`src/rtl/pfq_pkg.sv`:
```
package pfq_pkg;
  typedef logic [7:0] pfq_byte_t;

  function automatic int pfq_cnt_w(input int depth);
    return $clog2(depth + 1);
  endfunction

  function automatic int pfq_ptr_w(input int depth);
    return (depth > 2) ? $clog2(depth) : 1;
  endfunction
endpackage

```
`src/rtl/pfq_byte_store.sv`:
```
module pfq_byte_store
  import pfq_pkg::*;
#(
  parameter int DEPTH = 6
) (
  input  logic                        clk,
  input  logic                        rst_n,
  input  logic                        clear_i,
  input  logic                        wr_lo_i,
  input  logic                        wr_hi_i,
  input  logic [15:0]                 wr_data_i,
  input  logic                        rd_i,
  output pfq_byte_t                   rd_data_o,
  output logic [pfq_cnt_w(DEPTH)-1:0] count_o
);
  localparam int CNT_W = pfq_cnt_w(DEPTH);
  localparam int PTR_W = pfq_ptr_w(DEPTH);

  pfq_byte_t        slot_q [DEPTH];
  logic [PTR_W-1:0] rd_ptr_q, wr_ptr_q, wr_ptr_nx1;
  logic [CNT_W-1:0] count_q;
  logic             first_en, second_en;
  pfq_byte_t        first_byte;
  logic [1:0]       n_push;

  function automatic logic [PTR_W-1:0] step(input logic [PTR_W-1:0] p);
    return (p == PTR_W'(DEPTH - 1)) ? '0 : p + PTR_W'(1);
  endfunction

  assign first_en   = wr_lo_i | wr_hi_i;
  assign second_en  = wr_lo_i & wr_hi_i;
  assign first_byte = wr_lo_i ? wr_data_i[7:0] : wr_data_i[15:8];
  assign n_push     = {1'b0, first_en} + {1'b0, second_en};
  assign wr_ptr_nx1 = step(wr_ptr_q);

  always_ff @(posedge clk) begin
    for (int i = 0; i < DEPTH; i++) begin
      if (!clear_i && first_en && wr_ptr_q == PTR_W'(i))
        slot_q[i] <= first_byte;
      else if (!clear_i && second_en && wr_ptr_nx1 == PTR_W'(i))
        slot_q[i] <= wr_data_i[15:8];
    end
  end

  always_ff @(posedge clk) begin
    if (!rst_n || clear_i) begin
      rd_ptr_q <= '0;
      wr_ptr_q <= '0;
      count_q  <= '0;
    end else begin
      if (rd_i) rd_ptr_q <= step(rd_ptr_q);
      if (second_en)     wr_ptr_q <= step(wr_ptr_nx1);
      else if (first_en) wr_ptr_q <= wr_ptr_nx1;
      count_q <= count_q + CNT_W'(n_push) - CNT_W'(rd_i);
    end
  end

  assign rd_data_o = slot_q[rd_ptr_q];
  assign count_o   = count_q;

  assert_no_overflow_R6: assert property (@(posedge clk) disable iff (!rst_n)
    (!clear_i && first_en) |-> (int'(count_q) + int'(n_push) <= DEPTH));
  assert_no_underflow_R5: assert property (@(posedge clk) disable iff (!rst_n)
    rd_i |-> (count_q != '0));
endmodule

```
`src/rtl/pfq_fetch_ctrl.sv`:
```
module pfq_fetch_ctrl
  import pfq_pkg::*;
#(
  parameter int        DEPTH      = 6,
  parameter int        ADDR_W     = 24,
  parameter pfq_byte_t HALT_OP    = 8'hF4,
  parameter int        RESET_ADDR = 0
) (
  input  logic                        clk,
  input  logic                        rst_n,
  input  logic                        flush_i,
  input  logic [ADDR_W-1:0]           flush_addr_i,
  input  logic                        fetch_ack_i,
  input  logic [15:0]                 fetch_data_i,
  input  logic [pfq_cnt_w(DEPTH)-1:0] fill_i,
  output logic                        fetch_req_o,
  output logic [ADDR_W-1:0]           fetch_addr_o,
  output logic                        wr_lo_o,
  output logic                        wr_hi_o
);
  localparam int CNT_W = pfq_cnt_w(DEPTH);
  localparam logic [CNT_W-1:0] ROOM_MAX = CNT_W'(DEPTH - 2);

  logic [ADDR_W-1:0] next_addr_q, req_addr_q;
  logic              req_q, discard_q, skip_lo_q, halt_q;
  logic              accept, halt_hit, can_issue, done;

  assign done      = req_q & fetch_ack_i;
  assign accept    = done & ~flush_i & ~discard_q;
  assign wr_lo_o   = accept & ~skip_lo_q;
  assign wr_hi_o   = accept;
  assign halt_hit  = (wr_lo_o && fetch_data_i[7:0] == HALT_OP) ||
                     (wr_hi_o && fetch_data_i[15:8] == HALT_OP);
  assign can_issue = ~req_q & ~halt_q & (fill_i <= ROOM_MAX);

  always_ff @(posedge clk) begin
    if (!rst_n) begin
      next_addr_q <= ADDR_W'(RESET_ADDR) & ~ADDR_W'(1);
      req_addr_q  <= '0;
      req_q       <= 1'b0;
      discard_q   <= 1'b0;
      skip_lo_q   <= 1'b0;
      halt_q      <= 1'b0;
    end else if (flush_i) begin
      next_addr_q <= {flush_addr_i[ADDR_W-1:1], 1'b0};
      skip_lo_q   <= flush_addr_i[0];
      halt_q      <= 1'b0;
      req_q       <= req_q & ~fetch_ack_i;
      discard_q   <= req_q & ~fetch_ack_i;
    end else if (done) begin
      req_q     <= 1'b0;
      discard_q <= 1'b0;
      if (!discard_q) begin
        next_addr_q <= next_addr_q + ADDR_W'(2);
        skip_lo_q   <= 1'b0;
        if (halt_hit) halt_q <= 1'b1;
      end
    end else if (can_issue) begin
      req_q      <= 1'b1;
      req_addr_q <= next_addr_q;
    end
  end

  assign fetch_req_o  = req_q;
  assign fetch_addr_o = req_addr_q;

  assert_req_hold_R3: assert property (@(posedge clk) disable iff (!rst_n)
    (fetch_req_o && !fetch_ack_i) |=> (fetch_req_o && $stable(fetch_addr_o)));
  assert_even_addr_R3: assert property (@(posedge clk) disable iff (!rst_n)
    fetch_req_o |-> !fetch_addr_o[0]);
  assert_room_R2: assert property (@(posedge clk) disable iff (!rst_n)
    (!fetch_req_o && !flush_i) |=> (fetch_req_o -> ($past(fill_i) <= ROOM_MAX)));
  assert_halt_quiet_R10: assert property (@(posedge clk) disable iff (!rst_n)
    (halt_q && !flush_i) |=> !fetch_req_o);
  assert_discard_R8: assert property (@(posedge clk) disable iff (!rst_n)
    (discard_q && fetch_ack_i) |-> !(wr_lo_o || wr_hi_o));
endmodule

```
`src/rtl/prefetch_queue.sv`:
```
module prefetch_queue
  import pfq_pkg::*;
#(
  parameter int        DEPTH      = 6,
  parameter int        ADDR_W     = 24,
  parameter pfq_byte_t HALT_OP    = 8'hF4,
  parameter int        RESET_ADDR = 0
) (
  input  logic              clk,
  input  logic              rst_n,
  input  logic              flush_i,
  input  logic [ADDR_W-1:0] flush_addr_i,
  output logic              fetch_req_o,
  output logic [ADDR_W-1:0] fetch_addr_o,
  input  logic              fetch_ack_i,
  input  logic [15:0]       fetch_data_i,
  output logic              byte_valid_o,
  output logic [7:0]        byte_data_o,
  input  logic              byte_ready_i
);
  localparam int CNT_W = pfq_cnt_w(DEPTH);

  logic [CNT_W-1:0] fill;
  logic             wr_lo, wr_hi, pop;

  assign byte_valid_o = (fill != '0);
  assign pop          = byte_valid_o & byte_ready_i & ~flush_i;

  pfq_fetch_ctrl #(
    .DEPTH(DEPTH), .ADDR_W(ADDR_W), .HALT_OP(HALT_OP), .RESET_ADDR(RESET_ADDR)
  ) ctrl_i (
    .clk(clk), .rst_n(rst_n), .flush_i(flush_i), .flush_addr_i(flush_addr_i),
    .fetch_ack_i(fetch_ack_i), .fetch_data_i(fetch_data_i), .fill_i(fill),
    .fetch_req_o(fetch_req_o), .fetch_addr_o(fetch_addr_o),
    .wr_lo_o(wr_lo), .wr_hi_o(wr_hi)
  );

  pfq_byte_store #(.DEPTH(DEPTH)) store_i (
    .clk(clk), .rst_n(rst_n), .clear_i(flush_i), .wr_lo_i(wr_lo), .wr_hi_i(wr_hi),
    .wr_data_i(fetch_data_i), .rd_i(pop), .rd_data_o(byte_data_o), .count_o(fill)
  );

  assert_flush_empty_R7: assert property (@(posedge clk) disable iff (!rst_n)
    flush_i |=> !byte_valid_o);
  assert_hold_R5: assert property (@(posedge clk) disable iff (!rst_n)
    (byte_valid_o && !byte_ready_i && !flush_i) |=> (byte_valid_o && $stable(byte_data_o)));
  assert_reset_idle_R1: assert property (@(posedge clk)
    !rst_n |=> (!byte_valid_o && !fetch_req_o));
endmodule

```
`config.mk`:
```
export PLATFORM = sky130hd
export DESIGN_NAME = prefetch_queue
export DESIGN_NICKNAME = d
export VERILOG_FILES = /design/src/rtl/pfq_pkg.sv /design/src/rtl/pfq_byte_store.sv /design/src/rtl/pfq_fetch_ctrl.sv /design/src/rtl/prefetch_queue.sv
export SDC_FILE = /design/constraint.sdc
export NUM_CORES = 1
export LEC_CHECK = 0
export ABC_AREA = 1
export ABC_CLOCK_PERIOD_IN_PS = 4900
export CORE_ASPECT_RATIO = 0.8
export CORE_MARGIN = 4
export CORE_UTILIZATION = 49
export CTS_BUF_LIST = sky130_fd_sc_hd__clkbuf_8
export DETAILED_ROUTE_END_ITERATION = 10
export PLACE_DENSITY = 0.7
export REMOVE_ABC_BUFFERS = 1
export SLEW_MARGIN = 25
export SYNTH_ARGS = -nofsm -noshare
export SYNTH_HDL_FRONTEND = slang
export SYNTH_SLANG_ARGS = --single-unit
```
`constraint.sdc`:
```
create_clock -name clk -period 4.9 [get_ports clk]
set_input_delay 1.225 -clock clk [delete_from_list [all_inputs] [get_ports clk]]
set_output_delay 1.225 -clock clk [all_outputs]
set_load 0.05 [all_outputs]
```
==> summary.md, run 1 <==
| Metric | Value |
|---|---|
| Status | `finished clean` |
| Largest net degree at the start of global routing | `28` |
| Core area | `0.0109 mm^2` |
| RSZ-0062 raised after global routing | `no` |
| Max clock buf depth | `2` |
| DIE WIDTH | `127 um` |
| Vias in the first global route | `4730` |
| First-pass GRT wire length | `24.2 mm` |
| Worst setup EP type | `primary output` |
| RD Place Congestion | `0.953` |
| Worst Skew | `0.00766 ns` |
| Via count | `5076` |
| Number of synthesized flops with an enable pin | `48` |
| Final Cell Area | `0.00663 mm^2` |
| DR DRC count | `0` |
| Final Setup Violations | `0` |
| Max frequency | `245 MHz` |
| Rows | `34` |
| IO Pins | `79` |
| Clock transition at path regs | `0.10 ns` |
| Ys async rst share | `0%` |
| PortBufs | `77` |
| Clock Latency Late Sink | `0.38 ns` |
| Crit path launch type | `register` |
| Area share of the largest cell type after synthesis | `26.1%` |
| Total CTS buffers | `9` |
| Tcrit/Tclk final | `83.2%` |
| Top cells by area, synth | `edfxtp_1, dfxtp_1, nand2_1` |
| Initial antenna violation count | `0` |
| Remaining antenna violation count after routing | `0` |
| Fraction of layout cells with a size suffix above 1 | `6.06%` |
| Worst endpoint required time | `3.67 ns` |
| Max_cap viols | `0` |
| Seq/Total Area, Yosys | `48.5%` |
| Resized cells post-CTS | `0` |
| Crit-path cells | `buf_4, inv_1, nand2_1, a32o_1, o22ai_1, clkdlybuf4s50_1` |
| Die footprint | `0.0131 mm^2` |
| Most common cell in the netlist | `nand2_1` |
| DR iter-0 viols | `446` |
| Area after DPL | `0.00641 mm^2` |
| Router iterations before antenna repair | `6` |
| CTS Root Cell | `clkbuf_8` |
| Hold Buf Count CTS | `0` |
| IR drop worst, VDD | `0.205 mV` |
| Die Height | `103 um` |
| H-tree levels | `3` |
| Max Slew Vio Count | `0` |
| Max transition margin | `33.2%` |
| Main synth FF type | `dfxtp_1` |
| Area leader, netlist | `edfxtp_1` |
| Synth Cell Area | `0.00553 mm^2` |
| Area Growth Syn to Fin | `20.0%` |
| Actual slew at the worst max-slew pin | `0.995 ns` |
| Tot GR Track Use | `23.6%` |
| #FFs+latches synth | `110` |
| Final wirelength | `15.4 mm` |
| Via/cell ratio | `5.52` |
| Synth cell count leaders | `nand2_1, o21ai_0, nor2_1, dfxtp_1, inv_1` |
| Crit-path slowest cell | `clkdlybuf4s50_1` |
| Netlist cell types | `38` |
| Critical path class | `reg2out` |
| Grt total ovfl | `0` |
| Clock sinks | `110` |
| P_leak | `2.57 nW` |
| Fin cells | `920` |
| CTS tree | `built` |
| Buffers plus inverters on the worst setup path | `3` |
| Crit path DAT | `2.85 ns` |
| Antenna diodes | `0` |
| Initial Util | `50.6%` |
| TNS Setup | `0 ns` |
| PD cells | `283 mW/mm^2` |
| Tmin final | `4.08 ns` |
| CP delay by family, top | `buffers and inverters` |
| Crit path max fanout | `25` |
| Yosys warns | `0` |
| Hold Path Class | `reg2reg` |
| Tot Pwr | `0.00188 W` |
| Setup Buffers After CTS | `0` |
| Wire length per cell | `16.7 um` |
| Mapped Cells | `708` |
| Layout Nets | `821` |
| Slowest Stage Delay on Critical Path | `0.83 ns` |
| Cells after DPL | `904` |
| Final Hold Vio Count | `0` |
| Syn Area/Cell | `7.81 um^2` |
| Placed wire-length estimate | `11.2 mm` |
==> state kept, by name, summed over array words and instances, names as in the netlist, named ones only <==
signal / cells
store_i.rd_ptr_q: 3
ctrl_i.discard_q: 1
store_i.wr_ptr_q: 3
store_i.count_o: 3
ctrl_i.skip_lo_q: 1
ctrl_i.fetch_req_o: 1
ctrl_i.next_addr_q: 23
ctrl_i.fetch_addr_o: 23
ctrl_i.halt_q: 1
store_i.slot_q: 48
==> routing by layer <==
metal / GRT usage [%] / routed length (um) / up-vias
met1: 34.3 / 6870 / 2352
met5: 0 / 0 / -
met3: 4.61 / 1460 / 21
met4: 6.10 / 180 / 0
met2: 36.2 / 6850 / 216
li1: - / - / 2487
==> path summary, 6_finish.rpt <==
path | cells past startpoint | from | to | slack [ns]
worst min-delay path | 2 | ctrl_i.fetch_addr_o[11]$_SDFFE_PN0P_ | ctrl_i.fetch_addr_o[11]$_SDFFE_PN0P_ | 0.49
worst min register to register | 2 | ctrl_i.fetch_addr_o[11]$_SDFFE_PN0P_ | ctrl_i.fetch_addr_o[11]$_SDFFE_PN0P_ | 0.49
worst max register to register | 7 | store_i.wr_ptr_q[2]$_SDFFE_PP0P_ | store_i.slot_q[5][5]$_DFFE_PP_ | 2.40
worst max-delay path | 6 | register | byte_data_o[1] | 0.82
==> final cells by class <==
cell class | instances | area (um^2)
fill | 984 | 4300
clock inverter | 4 | 46.3
tap | 144 | 180
inverter | 61 | 229
clock buffer | 12 | 165
timing repair buffer | 86 | 838
multi-input combinational | 503 | 2490
sequential | 110 | 2680
==> worst min-delay path, stage by stage, from the launching register on <==
cell     delay (ns)
dfxtp_1        0.32
nor2_1         0.09
nor2_1         0.05
==> placed cells by master (no fill, tap or decap), types with 2 or more instances in the layout <==
cell             count
inv_2                4
o22ai_1              9
clkbuf_8            12
o21ai_0             88
nand3b_1             2
inv_1               58
ha_1                 3
clkdlybuf4s50_1     77
nand4_2              2
nor2_2               2
dfxtp_1             62
xor2_1               9
or2_2                2
edfxtp_1            48
o31ai_4              2
o21ai_2              7
nor4_1               2
nor2_1              81
nand2_1            182
o21ai_1              6
nand3_1             22
nand4_1              3
a32o_1               8
a22oi_1             10
buf_4                9
a31oi_1              6
a21oi_1             46
fa_1                 2
==> metrics by stage <==
stage          hold WS, ns  utilization [%]  setup slack (ns)
6_report             0.493             60.7             0.823
5_1_grt              0.517             60.7             0.648
4_1_cts              0.494             60.6             0.823
3_5_place_dp         0.475             58.6              1.07
3_3_place_gp         0.462             58.5              1.23
2_1_floorplan        0.457                -              1.70
==> logic make-up after synthesis <==
kind of cell,count (synthesis),synth area share (%)
buffers and inverters,95,7.04
XOR/XNOR,10,1.58
adder cells (fa/ha/maj),5,1.40
other,1,0.0678
flip-flops,110,48.5
AND/OR/NAND/NOR,302,22.5
AO/OA/AOI/OAI,185,18.9
==> power breakdown <==
group | internal (W) | switching (W) | total, W
registers | 0.000990 | 0.0000243 | 0.00101
clock network | 0.000276 | 0.000302 | 0.000578
logic | 0.000107 | 0.000181 | 0.000288
total | 0.00137 | 0.000508 | 0.00188
No activity file was read; power rests on OpenSTA's default activity.
==> run 2, diff against run 1 <==
--- a/config.mk
+++ b/config.mk
@@ -6,7 +6,7 @@
 export NUM_CORES = 1
 export LEC_CHECK = 0
 export ABC_AREA = 1
-export ABC_CLOCK_PERIOD_IN_PS = 4900
+export ABC_CLOCK_PERIOD_IN_PS = 3800
 export CORE_ASPECT_RATIO = 0.8
 export CORE_MARGIN = 4
 export CORE_UTILIZATION = 49
==> constraint.sdc (replaced) <==
create_clock -name clk -period 3.8 [get_ports clk]
set_input_delay 0.95 -clock clk [delete_from_list [all_inputs] [get_ports clk]]
set_output_delay 0.95 -clock clk [all_outputs]
set_load 0.05 [all_outputs]
==> run 2 against run 1 <==
Net effect: global-route usage is 0.16 points lower; final area grew 0.91%; critical path depth is 2 lower; via count increased by 1.2%; sequential share of layout area shrank 0.36 points; worst setup slack got worse by 0.45 ns; critical path type unchanged.
==> summary.md, run 2 (same netlist as run 1, synthesis figures left out) <==
| Metric | Value |
|---|---|
| Final Setup Violations | `0 (unchanged)` |
| Layout Nets | `832 (was 821)` |
| P_leak | `2.62 nW (was 2.57 nW)` |
| Crit path launch type | `register (unchanged)` |
| IR drop worst, VDD | `0.192 mV (was 0.205 mV)` |
| Global Route met1 Usage | `33.9% (was 34.3%)` |
| Crit path max fanout | `16 (was 25)` |
| Crit path DAT | `2.48 ns (was 2.85 ns)` |
| Via count | `5138 (was 5076)` |
| Tcrit/Tclk final | `90.3%` |
| Final wirelength | `15.2 mm (was 15.4 mm)` |
| DR DRC count | `0 (unchanged)` |
| Busiest grt layer | `met2 (unchanged)` |
| Commonest non-fill, non-tap cell in the layout | `nand2_1 (unchanged)` |
| IO Pins | `79 (unchanged)` |
| Worst setup EP type | `primary output (unchanged)` |
| Hold Path Class | `reg2reg (unchanged)` |
| Clock Latency Late Sink | `0.37 ns (was 0.38 ns)` |
| Final Hold Vio Count | `0 (unchanged)` |
| Router iterations before antenna repair | `7 (was 6)` |
| Clock transition at path regs | `0.10 ns (about the same)` |
| Core area | `0.0109 mm^2 (unchanged)` |
| Cell depth of the worst hold path | `2 (unchanged)` |
| Initial antenna violation count | `0 (unchanged)` |
| Max frequency | `291 MHz` |
| Vias in the first global route | `4750 (was 4730)` |
| Actual slew at the worst max-slew pin | `0.666 ns (was 0.995 ns)` |
| Grt total ovfl | `0 (unchanged)` |
| Resized cells post-CTS | `0 (unchanged)` |
| Wire length per cell | `16.3 um (was 16.7 um)` |
| Met3 usage | `5.23% (was 4.61%)` |
| DIE WIDTH | `127 um (unchanged)` |
| Biggest register | `store_i.slot_q (unchanged)` |
| Clock sinks | `110 (unchanged)` |
| Via/cell ratio | `5.52 (about the same)` |
| Remaining antenna violation count after routing | `0 (unchanged)` |
| Tmin final | `3.43 ns` |
| Place WS | `0.512 ns (was 1.07 ns)` |
| PortBufs | `77 (unchanged)` |
| Die footprint | `0.0131 mm^2 (unchanged)` |
| Reg2Reg Depth | `11 (was 7)` |
| Fraction of layout cells with a size suffix above 1 | `6.86% (was 6.06%)` |
| Hold Buf Count CTS | `0 (unchanged)` |
| CP Capture Point | `byte_data_o[4] (was byte_data_o[1])` |
| Highest-count cells in the layout ignoring fill and taps | `nand2_1, o21ai_0, nor2_1 (unchanged)` |
| Total CTS buffers | `9 (unchanged)` |
| Area after DPL | `0.00647 mm^2 (was 0.00641 mm^2)` |
| Status | `finished clean (unchanged)` |
| Area Growth Syn to Fin | `21.1% (was 20.0%)` |
| DR iter-0 viols | `473 (was 446)` |
| Placed wire-length estimate | `10.7 mm (was 11.2 mm)` |
| H-tree levels | `3 (unchanged)` |
| Critical path class | `reg2out (unchanged)` |
| Worst r2r src | `store_i.count_o[1]$_SDFF_PP0_ (was store_i.wr_ptr_q[2]$_SDFFE_PP0P_)` |
| Fin cells | `931 (was 920)` |
| Cells after DPL | `915 (was 904)` |
| Max clock buf depth | `2 (unchanged)` |
| RSZ-0062 raised after global routing | `no (unchanged)` |
| Die Height | `103 um (unchanged)` |
| Setup Buffers After CTS | `0 (unchanged)` |
| Max FFs per register | `48 (unchanged)` |
| CTS tree | `built (unchanged)` |
| Rows | `34 (unchanged)` |
| Final Cell Area | `0.00669 mm^2 (was 0.00663 mm^2)` |
| PnR worst setup slack | `0.369 ns (was 0.823 ns)` |
| Tot GR Track Use | `23.4% (was 23.6%)` |
| Worst Skew | `0.0103 ns (was 0.00766 ns)` |
| CTS Root Cell | `clkbuf_8 (unchanged)` |
| RD Place Congestion | `0.964 (was 0.953)` |
| Worst endpoint required time | `2.85 ns (was 3.67 ns)` |
| First-pass GRT wire length | `24.0 mm (was 24.2 mm)` |
| PD cells | `369 mW/mm^2 (was 283 mW/mm^2)` |
| R2r setup slk | `1.52 ns (was 2.40 ns)` |
| Initial Util | `50.6% (unchanged)` |
| RR Endpoint | `store_i.count_o[2]$_SDFF_PP0_ (was store_i.slot_q[5][5]$_DFFE_PP_)` |
| Largest net degree at the start of global routing | `28 (unchanged)` |
| Met2 global-route usage | `35.2% (was 36.2%)` |
| Antenna diodes | `0 (unchanged)` |
| Max transition margin | `55.6% (was 33.2%)` |
| Max_cap viols | `0 (unchanged)` |
| TNS Setup | `0 ns (unchanged)` |
| Max Slew Vio Count | `0 (unchanged)` |
## run 2: changes by cell type in the layout (fill, tap and decap cells not counted)
| cell | change |
|---|---|
| buf_4 | +11 |
| o31ai_1 | +3 |
| o31ai_4 | -2 |
| a21oi_1 | +1 |
| a21oi_2 | -1 |
| bufinv_16 | +1 |
| clkbuf_8 | -1 |
| clkinv_4 | -1 |
| inv_4 | +1 |
| o21ai_0 | +1 |
| o21ai_1 | -1 |
| o31ai_2 | -1 |
## run 2: final cells by class
type	count	area, um^2
fill	957	4240
sequential	110	2680
multi-input combinational	503	2460
timing repair buffer	97	921
inverter	61	229
tap	144	180
clock buffer	11	151
clock inverter	5	73.8
## run 2: per-layer routing
metal / vias to the layer above / wire [um]
li1: 2508 / -
met1: 2390 / 6910
met2: 216 / 6790
met3: 24 / 1230
met4: 0 / 252
met5: - / 0
## run 2: where the power goes
| part | internal, W | total [W] | switching [W] | leakage [nW] |
|---|---|---|---|---|
| combinational | 0.000139 | 0.000370 | 0.000230 | 1.56 |
| clock | 0.000404 | 0.000792 | 0.000388 | 0.122 |
| sequential | 0.00128 | 0.00131 | 0.0000315 | 0.942 |
| total | 0.00182 | 0.00247 | 0.000649 | 2.62 |
## run 2: critical path, stage by stage (launching register included)
cell	delay [ns]
dfxtp_1	0.76
a21oi_1	0.08
a32o_1	0.24
o22ai_1	0.19
clkdlybuf4s50_1	0.85
## run 2: how the worst min path moves through the flow
stage,from,end,slack (ns)
2_1_floorplan,ctrl_i.next_addr_q[23]$_SDFFE_PN0P_,ctrl_i.fetch_addr_o[23]$_SDFFE_PN0P_,0.46
3_3_place_gp,ctrl_i.fetch_addr_o[12]$_SDFFE_PN0P_,ctrl_i.fetch_addr_o[12]$_SDFFE_PN0P_,0.46
3_5_place_dp,ctrl_i.fetch_addr_o[6]$_SDFFE_PN0P_,ctrl_i.fetch_addr_o[6]$_SDFFE_PN0P_,0.48
4_1_cts,ctrl_i.fetch_addr_o[6]$_SDFFE_PN0P_,ctrl_i.fetch_addr_o[6]$_SDFFE_PN0P_,0.50
5_1_grt,ctrl_i.fetch_addr_o[2]$_SDFFE_PN0P_,ctrl_i.fetch_addr_o[2]$_SDFFE_PN0P_,0.52
6_report,ctrl_i.fetch_addr_o[14]$_SDFFE_PN0P_,ctrl_i.fetch_addr_o[14]$_SDFFE_PN0P_,0.49
## run 2: metrics by stage
step,hold slack (ns),util (%),total power (W)
floorplan,0.457,-,0.00155
global placement,0.463,59.2,0.00169
detailed placement,0.476,59.2,0.00170
CTS,0.497,61.2,0.00248
global route,0.518,61.2,0.00257
finish,0.494,61.2,0.00247
==> run 3, diff against run 2 <==
--- a/config.mk
+++ b/config.mk
@@ -11,8 +11,9 @@
 export CORE_MARGIN = 4
 export CORE_UTILIZATION = 49
 export CTS_BUF_LIST = sky130_fd_sc_hd__clkbuf_8
+export CTS_CLUSTER_SIZE = 28
 export DETAILED_ROUTE_END_ITERATION = 10
-export PLACE_DENSITY = 0.7
+export PLACE_DENSITY = 0.73
 export REMOVE_ABC_BUFFERS = 1
 export SLEW_MARGIN = 25
 export SYNTH_ARGS = -nofsm -noshare
==> run 3 against run 2 <==
Net effect: via count fell by 0.76%; worst hold slack got worse by 0.0016 ns; total power fell by 0.22%; worst setup slack improved by 0.032 ns; non-clock buffer count did not move; critical path depth rose by 2; critical path type unchanged; largest power group unchanged; highest routed layer unchanged.
==> summary.md, run 3 (same netlist as run 1, synthesis figures left out) <==
| Metric | Value |
|---|---|
| Clock Latency Late Sink | `0.39 ns (was 0.37 ns)` |
| DR DRC count | `0 (unchanged)` |
| Grt total ovfl | `0 (unchanged)` |
| Critical path class | `reg2out (unchanged)` |
| Wire length per cell | `15.8 um (was 16.3 um)` |
| Worst Skew | `0.0114 ns (was 0.0103 ns)` |
| Initial antenna violation count | `0 (unchanged)` |
| Fill cells | `921 (was 957)` |
| Tot GR Track Use | `22.9% (was 23.4%)` |
| Via/cell ratio | `5.48 (was 5.52)` |
| Max FFs per register | `48 (unchanged)` |
| Max_cap viols | `0 (unchanged)` |
| Final Hold Vio Count | `0 (unchanged)` |
| Status | `finished clean (unchanged)` |
| Die footprint | `0.0131 mm^2 (unchanged)` |
| Router iterations before antenna repair | `7 (unchanged)` |
| Final Cell Area | `0.00669 mm^2 (about the same)` |
| Initial Util | `50.6% (unchanged)` |
| Clock transition at path regs | `0.11 ns (was 0.10 ns)` |
| Crit path launch type | `register (unchanged)` |
| Net Switching | `0.000660 W (was 0.000649 W)` |
| Max Slew Vio Count | `0 (unchanged)` |
| Largest net degree at the start of global routing | `38 (was 28)` |
| RSZ-0062 raised after global routing | `no (unchanged)` |
| Placed wire-length estimate | `10.7 mm (about the same)` |
| Layout Nets | `832 (unchanged)` |
| Gate power share | `15.0% (about the same)` |
| IO Pins | `79 (unchanged)` |
| Tcrit/Tclk final | `89.4% (was 90.3%)` |
| DIE WIDTH | `127 um (unchanged)` |
| Hold Buf Count CTS | `0 (unchanged)` |
| Tmin final | `3.40 ns (was 3.43 ns)` |
| Setup Buffers After CTS | `0 (unchanged)` |
| Commonest non-fill, non-tap cell in the layout | `nand2_1 (unchanged)` |
| First-pass GRT wire length | `23.7 mm (was 24.0 mm)` |
| Area Growth Syn to Fin | `21.0% (was 21.1%)` |
| Remaining antenna violation count after routing | `0 (unchanged)` |
| Die Height | `103 um (unchanged)` |
| Max frequency | `294 MHz (was 291 MHz)` |
| Final wirelength | `14.7 mm (was 15.2 mm)` |
| Core area | `0.0109 mm^2 (unchanged)` |
| Worst endpoint required time | `2.85 ns (about the same)` |
| Max clock buf depth | `2 (unchanged)` |
| Fraction of layout cells with a size suffix above 1 | `7.12% (was 6.86%)` |
| Crit path max fanout | `10 (was 16)` |
| CTS Root Cell | `clkbuf_8 (unchanged)` |
| Actual slew at the worst max-slew pin | `0.644 ns (was 0.666 ns)` |
| Highest-count cells in the layout ignoring fill and taps | `nand2_1, o21ai_0, nor2_1 (unchanged)` |
| Via count | `5099 (was 5138)` |
| CTS tree | `built (unchanged)` |
| R2r setup slk | `1.41 ns (was 1.52 ns)` |
| Biggest register | `store_i.slot_q (unchanged)` |
| Worst setup EP type | `primary output (unchanged)` |
| PD cells | `368 mW/mm^2 (was 369 mW/mm^2)` |
| Internal power | `0.00180 W (was 0.00182 W)` |
| TNS Setup | `0 ns (unchanged)` |
| Flop pwr share | `53.1% (was 53.0%)` |
| Total CTS buffers | `9 (unchanged)` |
| PortBufs | `77 (unchanged)` |
| IR drop worst, VDD | `0.225 mV (was 0.192 mV)` |
| Crit path DAT | `2.45 ns (was 2.48 ns)` |
| DR iter-0 viols | `514 (was 473)` |
| Max transition margin | `56.9% (was 55.6%)` |
| P_leak | `2.62 nW (about the same)` |
| H-tree levels | `3 (unchanged)` |
| Vias in the first global route | `4843 (was 4750)` |
| Rows | `34 (unchanged)` |
| Clock power share | `31.9% (was 32.1%)` |
| Antenna diodes | `0 (unchanged)` |
| Sw frac | `26.8% (was 26.3%)` |
| Area after DPL | `0.00647 mm^2 (unchanged)` |
| RD Place Congestion | `0.920 (was 0.964)` |
| Resized cells post-CTS | `0 (unchanged)` |
| Final Setup Violations | `0 (unchanged)` |
| Hold Path Class | `reg2reg (unchanged)` |
| Clock sinks | `110 (unchanged)` |
[run 3: changes by cell type in the layout (fill, tap and decap cells not counted), sizes merged]
cell and delta:
inv -1, clkbuf -1, clkinv +2
[run 3: area by class of cell]
class	instances	area, um^2	area share [%]
tap	144	180	2.69
inverter	61	229	3.42
clock inverter	6	82.6	1.23
sequential	110	2680	40.1
clock buffer	10	138	2.06
multi-input combinational	503	2460	36.7
timing repair buffer	97	921	13.8
[run 3: final timing paths]
| path | start | end | cells past startpoint |
|---|---|---|---|
| worst min register to register | ctrl_i.fetch_addr_o[12]$_SDFFE_PN0P_ | ctrl_i.fetch_addr_o[12]$_SDFFE_PN0P_ | 2 |
| worst max-delay path | register | byte_data_o[4] | 6 |
| worst min-delay path | ctrl_i.fetch_addr_o[12]$_SDFFE_PN0P_ | ctrl_i.fetch_addr_o[12]$_SDFFE_PN0P_ | 2 |
| worst max register to register | store_i.count_o[1]$_SDFF_PP0_ | store_i.count_o[2]$_SDFF_PP0_ | 11 |
[run 3: power by group through the flow]
stage / Clock [W] / Sequential (W) / Combinational (W)
CTS: 0.000794 / 0.00131 / 0.000370
global route: 0.000844 / 0.00131 / 0.000404
floorplan: 0 / 0.00140 / 0.000148
detailed placement: 0 / 0.00133 / 0.000368
finish: 0.000787 / 0.00131 / 0.000369
global placement: 0 / 0.00133 / 0.000360
[run 3: metal layers]
layer  global-route usage, %  routed length [um]
met1                    31.5                6640
met2                    36.7                6720
met5                       0                   0
met4                    6.60                 155
met3                    5.39                1190
[run 3: per-stage QoR]
step | util (%) | setup slack, ns | cells | hold slack (ns) | total power [W]
2_1_floorplan | - | 0.871 | 674 | 0.457 | 0.00155
3_3_place_gp | 59.2 | 0.572 | 915 | 0.461 | 0.00169
3_5_place_dp | 59.2 | 0.451 | 915 | 0.474 | 0.00170
4_1_cts | 61.2 | 0.398 | 931 | 0.499 | 0.00247
5_1_grt | 61.2 | 0.235 | 931 | 0.515 | 0.00256
6_report | 61.2 | 0.401 | 931 | 0.493 | 0.00246
[run 3: worst max-delay path: stages (launching register included)]
cell and delay [ns]:
dfxtp_1 0.32, inv_1 0.27, buf_4 0.23, nand2_1 0.07, a32o_1 0.22, o22ai_1 0.13, clkdlybuf4s50_1 0.83
